$ cat src/rtl/xfer_retry_ctl.sv
module xfer_retry_ctl #(
  parameter int AW = 3,
  parameter int BW = 16,
  parameter int EW = 8
) (
  input  logic          clk,
  input  logic          rst_n,
  input  logic          req_valid,
  output logic          req_ready,
  input  logic [AW-1:0] max_attempts,
  input  logic [BW-1:0] backoff_cycles,
  input  logic          recover_en,
  output logic          eng_start,
  input  logic          eng_done,
  input  logic [1:0]    eng_status,
  output logic          done,
  output logic [1:0]    final_status,
  output logic [AW-1:0] attempts,
  output logic          recover_req,
  input  logic          evt_clr,
  output logic [EW-1:0] evt_count
);

  typedef enum logic [2:0] {
    S_IDLE, S_ISSUE, S_WAIT, S_BACK, S_RECOV, S_REPORT
  } st_t;

  st_t           st;
  logic [AW-1:0] att, lim;
  logic [BW-1:0] bo, bo_len;
  logic          rec_q;
  logic [1:0]    fstat;
  logic [EW-1:0] evt;

  wire fail  = eng_status != 2'b00;
  wire last  = att >= lim;
  wire retry = (st == S_WAIT) && eng_done && fail && !last;
  wire bump  = retry || (st == S_RECOV);

  always_ff @(posedge clk) begin
    if (!rst_n) begin
      st     <= S_IDLE;
      att    <= '0;
      lim    <= AW'(1);
      bo     <= '0;
      bo_len <= '0;
      rec_q  <= 1'b0;
      fstat  <= 2'b00;
    end else begin
      case (st)
        S_IDLE:
          if (req_valid) begin
            att    <= '0;
            lim    <= (max_attempts == '0) ? AW'(1) : max_attempts;
            bo_len <= backoff_cycles;
            rec_q  <= recover_en;
            st     <= S_ISSUE;
          end
        S_ISSUE: begin
          att <= att + AW'(1);
          st  <= S_WAIT;
        end
        S_WAIT:
          if (eng_done) begin
            fstat <= eng_status;
            if (!fail)
              st <= S_REPORT;
            else if (last)
              st <= rec_q ? S_RECOV : S_REPORT;
            else begin
              bo <= bo_len;
              st <= S_BACK;
            end
          end
        S_BACK:
          if (bo == '0) st <= S_ISSUE;
          else          bo <= bo - BW'(1);
        S_RECOV:  st <= S_REPORT;
        S_REPORT: st <= S_IDLE;
        default:  st <= S_IDLE;
      endcase
    end
  end

  always_ff @(posedge clk) begin
    if (!rst_n || evt_clr)
      evt <= '0;
    else if (bump && evt != {EW{1'b1}})
      evt <= evt + EW'(1);
  end

  assign req_ready    = st == S_IDLE;
  assign eng_start    = st == S_ISSUE;
  assign done         = st == S_REPORT;
  assign recover_req  = st == S_RECOV;
  assign final_status = fstat;
  assign attempts     = att;
  assign evt_count    = evt;

endmodule


$ cat config.mk
export PLATFORM = sky130hd
export DESIGN_NAME = xfer_retry_ctl
export DESIGN_NICKNAME = d
export VERILOG_FILES = /design/src/rtl/xfer_retry_ctl.sv
export SDC_FILE = /design/constraint.sdc
export NUM_CORES = 1
export LEC_CHECK = 0
export BUFFER_PORTS_ARGS = -buffer_cell sky130_fd_sc_hd__buf_4
export CAP_MARGIN = 0
export CORE_UTILIZATION = 53
export CTS_BUF_LIST = sky130_fd_sc_hd__clkbuf_4
export DETAILED_ROUTE_END_ITERATION = 16
export HOLD_SLACK_MARGIN = 0.05
export PLACE_DENSITY = 0.83
export SYNTH_ARGS = -nofsm -noshare
export SYNTH_HDL_FRONTEND = slang
export SYNTH_SLANG_ARGS = --single-unit
$ cat constraint.sdc
create_clock -name clk -period 1.92 [get_ports clk]
set_input_delay 0.096 -clock clk [delete_from_list [all_inputs] [get_ports clk]]
set_output_delay 0.096 -clock clk [all_outputs]
set_load 0.02 [all_outputs]
## Word level (Yosys, flattened, before mapping)

Index checks and enable logic that the tools add are counted.

| storage, ports and cells | value |
|---|---|
| bits in registers | 52 |
| output and inout port bits | 17 |
| logic and storage cells | 58 |
| input port bits | 27 |

| cells by class | value |
|---|---|
| reduce and logical (&&, ||, !) cells | 19 |
| equality and inequality tests | 12 |
| $lt $le $gt $ge | 1 |
| $add $sub $neg | 3 |
| mux-type cells | 15 |

Operator list:

| kind | number |
|---|---|
| two-way mux 16 bit | 4 |
| one-hot mux 16 bit (2 select lines) | 1 |
| two-way mux 3 bit | 7 |
| logical NOT 16 bit | 1 |
| subtractor 16 x 1 -> 16 bit, second input constant | 1 |
| one-hot mux 3 bit (5 select lines) | 1 |
| != test 2 bit, second input constant | 6 |
| adder 8 x 1 -> 8 bit, second input constant | 1 |
| != test 8 bit, second input constant | 1 |
| == test 3 x 2 -> 1 bit, second input constant | 2 |
| == test 3 bit, second input constant | 2 |
| logical NOT 3 bit | 2 |
| one-hot mux 3 bit (2 select lines) | 1 |
| AND reduction 2 bit | 3 |
| nonzero test 2 bit | 3 |
| AND reduction 5 bit | 1 |
| logical AND 1 bit | 4 |
| adder 3 x 1 -> 3 bit, second input constant | 1 |
| == test 3 x 1 -> 1 bit, second input constant | 1 |
| >= comparator 3 bit | 1 |
| AND reduction 3 bit | 1 |
| logical NOT 1 bit | 2 |
| logical OR 1 bit | 2 |
| two-way mux 1 bit | 1 |

## Longest topological paths before layout

| logic depth | value |
|---|---|
| depth after elaboration | 6 |
| mapped depth | 10 |
| mapped depth without buffers | 7 |

## Worst setup path after synthesis

Ideal clock, no wire load.

| timing path | value |
|---|---|
| path kind | reg2reg |
| start point | register att[0], in the netlist attempts[0] |
| end point | register evt[5], in the netlist evt_count[5] |
| cell stages (with the launch flop) | 9 |
| setup slack | -278 ps |
| arrival time | 2127 ps |
| library setup time | 70 ps |
| required time | 1850 ps |
| path buffers | 1 |
| period minus slack after synthesis | 2198 ps |
| cells stage by stage | dfxtp_1 inv_1 ha_1 nor2b_1 o221ai_1 o21a_1 buf_6 or4_1 a21oi_1 |

| on the way | value |
|---|---|
| word-level cells in the longest chain between the ends | 5 |

Ends and longest elaborated chain:

| item | line | source |
|---|---|---|
| start, declared | 29 | `logic [AW-1:0] att, lim;` |
| start signal, assigned | 60 | `att <= att + AW'(1);` |
| >= comparator 3 bit | 36 | `wire last = att >= lim;` |
| logical NOT 1 bit | 37 | `wire retry = (st == S_WAIT) && eng_done && fail && !last;` |
| logical AND 1 bit | 37 |  |
| logical OR 1 bit | 38 | `wire bump = retry \|\| (st == S_RECOV);` |
| logical AND 1 bit | 88 | `else if (bump && evt != {EW{1'b1}})` |
| end signal, assigned | 89 | `evt <= evt + EW'(1);` |
| end, declared | 33 | `logic [EW-1:0] evt;` |

Every way passes these cells.
A chain may end at the register's enable or synchronous reset.

## Worst setup path after layout

| timing path | value |
|---|---|
| start point | register bo[8] |
| end point | register bo[9] |

| on the way | value |
|---|---|
| word-level cells in the longest chain between the ends | 3 |
| elaborated cells between the ends (all ways) | 6 |
| those cells by class | add/sub (1); eq/ne (1); mux (2); reduce/logical (2) |

Ends and longest elaborated chain:

| item | line | source |
|---|---|---|
| start, declared | 30 | `logic [BW-1:0] bo, bo_len;` |
| start signal, assigned | 71 | `bo <= bo_len;` |
| start signal, assigned | 77 | `else bo <= bo - BW'(1);` |
| subtractor 16 x 1 -> 16 bit or logical NOT 16 bit (tied branches) | 77, 76 |  |
| two-way mux 16 bit or != test 2 bit (tied branches) | -- |  |
| one-hot mux 16 bit (2 select lines) or AND reduction 5 bit (tied branches) | -- |  |

Several ways; a longest one is shown, not always the timed one. The select of a mux whose other input is x is not followed.

==> results.json <==
{
  "rr_startpoint": "bo[8]$_SDFFE_PN0P_",
  "setup_slack_ps": -118,
  "fillCellCount": 331,
  "ios": 44,
  "status": "complete, but fails checks",
  "core_sq_um": 4880,
  "async_reset_ff_frac": 0,
  "yosys_most_used_dff": "dfxtp_1",
  "rows": 25,
  "syn-num-nets": 389,
  "fmax_ghz": 0.491,
  "relSlewSlack": 0.621,
  "skew_ps": 15.0,
  "cp-start-kind": "flop",
  "multi_input_area_sq_um": 1660,
  "final_cell_mix": "buf_4, nand2_1, a21oi_1",
  "endpoint_kind": "flop",
  "worstMarginPinSlew_ps": 568,
  "max_stage_delay_ps": 590,
  "first_global_vias": 2531,
  "yosysWarnings": 0,
  "syn_inst": 355,
  "wl_per_cell_um": 15.5,
  "hpwlAfterDp_um": 4990,
  "r2r-end": "bo[9]$_SDFFE_PN0P_",
  "max-clock-path-buffers": 2,
  "dp_cells": 467,
  "grt_pass1_wl_um": 11900,
  "finalWirelength_um": 7840,
  "port_buffers": 43,
  "worst_ep_required_time_ps": 2180,
  "maxCapViolations": 0,
  "dieHeight_um": 74.2,
  "area_growth_pct": 35.7,
  "start_util": 0.565,
  "min_from": "req_valid",
  "nets": 473,
  "finalPower_mw": 2.42,
  "yosysUniqueCellTypes": 51,
  "worstHoldPathCells": 5,
  "hold_viol_final": 0,
  "synth_area_per_cell_sq_um": 7.77,
  "grt.met2_usage": 0.442,
  "ys_seq_area_frac": 0.377,
  "final-seq-area_sq_um": 1050,
  "grt_start_max_net_pins": 36,
  "cpMaxStageDelayCell": "or4_4",
  "grt-ovfl-total": 0,
  "seqPwrFrac": 0.496,
  "pwr-share-comb": 0.298,
  "setup_violations": 2,
  "num_antenna_cells": 0,
  "pwr-share-clk": 0.206,
  "clk_latency_ps": 380,
  "track_usage": 0.280,
  "htreeDepth": 2,
  "syn_area_sq_um": 2760,
  "gp_congestion": 0.963,
  "arrival_ps": 2290,
  "critPathBufInv": 1,
  "crit_chain": "or4_4, nor4b_4, buf_4, mux2i_1, o32ai_1",
  "final_cell_count_no_fill": 507,
  "firstDrtPassIters": 5,
  "violations": "setup timing",
  "post-route-min-period_ps": 2040,
  "root_buffer": "clkbuf_4",
  "use_met3": 0.0515,
  "drtAntennaViolNets": 0,
  "rrSetupSlack_ps": -120,
  "whs_ps": 132,
  "drc": 0,
  "viasPerCell": 6.01,
  "antenna_found_initial": 0,
  "power_switching_uw": 799,
  "internal_power_mw": 1.62,
  "swShare": 0.330,
  "final_common_cell": "buf_4",
  "cp_max_fo": 5,
  "pre_cts_ws_ps": 3.48,
  "numCtsBuffers": 5,
  "crit_family": "simple AND/OR/NAND/NOR gates",
  "dieArea_sq_um": 5500,
  "top_usage_layer": "met2",
  "cts.sinks": 52,
  "criticalPathCategory": "reg2reg",
  "ys_seq_elements": 52,
  "holdPathEnd": "st[0]$_SDFFE_PN0P_",
  "drt_iter0_drc": 269,
  "p_leak_nw": 1.48,
  "drv_slew": 0,
  "synth-edff-count": 0,
  "fp.dieW_um": 74.2,
  "ir_drop_mv": 0.566,
  "fin_crit_sh": 1.06,
  "tns_ps": -186,
  "reg2reg_depth": 5,
  "rsz0062_at_grt": "yes",
  "min_path_type": "in2reg",
  "clkSlewWorstSetupHoldPaths_ps": 160,
  "cts_tree": "yes",
  "power.density_nw_per_um2": 646,
  "use_met1": 0.393,
  "drive_gt1_frac": 0.277,
  "vias": 3046
}
## worst max path at each step
stage | from | cells after the start | end | slack, ps
2_1_floorplan | attempts[2]$_SDFFE_PN0P_ | 7 | evt_count[5]$_SDFFE_PP0P_ | 20
6_report | bo[8]$_SDFFE_PN0P_ | 5 | bo[9]$_SDFFE_PN0P_ | -120
3_5_place_dp | lim[2]$_SDFFE_PN0P_ | 7 | evt_count[3]$_SDFFE_PP0P_ | 3
4_1_cts | lim[2]$_SDFFE_PN0P_ | 7 | evt_count[4]$_SDFFE_PP0P_ | 10
5_1_grt | bo[8]$_SDFFE_PN0P_ | 5 | bo[9]$_SDFFE_PN0P_ | -160
3_3_place_gp | lim[2]$_SDFFE_PN0P_ | 7 | evt_count[3]$_SDFFE_PP0P_ | 50
## kinds of logic after synthesis
| kind of cell | share of synthesized area |
|---|---|
| and+or+nand+nor | 0.265 |
| adders and majority gates | 0.0317 |
| AOI/OAI and AO/OA | 0.246 |
| xor gates and xnor gates | 0.00318 |
| buffers and inverters | 0.0662 |
| DFF | 0.377 |
| muxes | 0.0109 |
## metal layers
metal / wire [um] / part of all wire
met1: 3400 / 0.43
met2: 3730 / 0.48
met3: 552 / 0.070
met4: 154 / 0.020
met5: 0 / 0
## tightest hold or removal path, cell delays in order
cell     delay [ps]
buf_4           100
nor2_1           50
nor2_1           80
a21oi_1          40
nor2_1          110
## stage by stage
| stage | cell area (sq um) | util |
|---|---|---|
| floorplan | 2810 | - |
| global placement | 3290 | 0.674 |
| detailed placement | 3290 | 0.674 |
| CTS | 3600 | 0.737 |
| global route | 3740 | 0.767 |
| finish | 3740 | 0.767 |
## timing repair
item | in CTS | in global routing
setup buffers | 0 | 7
setup endpoints to repair | 4 | 23
hold buffers | 25 | 0
endpoints found under the hold margin | 24 | 0
pin swaps | 1 | 17
resized for setup | 1 | 26
gates cloned | 0 | 0
## cells in the mapped netlist, drive strengths merged (2+ instances only)
cell    number  share of area
nor2        30          0.041
o32ai       14          0.050
o21a         3         0.0082
nand2b       5          0.011
and3         3         0.0068
mux2i        3          0.011
inv         12          0.016
nand4        4         0.0091
ha           7          0.032
a41o         2         0.0073
a31oi        6          0.014
or4          4          0.012
nor4b        2          0.012
dfxtp       52           0.38
nand2       66          0.090
nand3        8          0.015
clkbuf      12          0.016
o221a        2         0.0082
o21ai        7          0.013
o31ai        2         0.0054
a21oi       57           0.10
or3          4         0.0091
a22oi        4          0.011
nor4         4         0.0091
nor3        10          0.022
buf         13          0.034
and2         3         0.0068
## sequential cells by signal (all words and copies together) (netlist names)
name,cells
attempts,3
st,3
rec_q,1
bo,16
final_status,2
evt_count,8
lim,3
bo_len,16
## power by group through the flow
stage | sequential (mW) | clock, mW | combinational [mW]
floorplan | 1.21 | 0 | 0.399
global placement | 1.21 | 0 | 0.583
detailed placement | 1.22 | 0 | 0.604
CTS | 1.19 | 0.503 | 0.647
global route | 1.20 | 0.542 | 0.777
finish | 1.20 | 0.498 | 0.722
## layout make-up
class                           instances  share of cell area
Multi-Input combinational cell        266               0.443
Sequential cell                        52               0.282
Timing Repair Buffer                  102               0.227
Tap cell                               67              0.0224
Inverter                               12              0.0120
Clock buffer                            5              0.0100
Clock inverter                          3             0.00468
(Power assumes the default switching activity.)
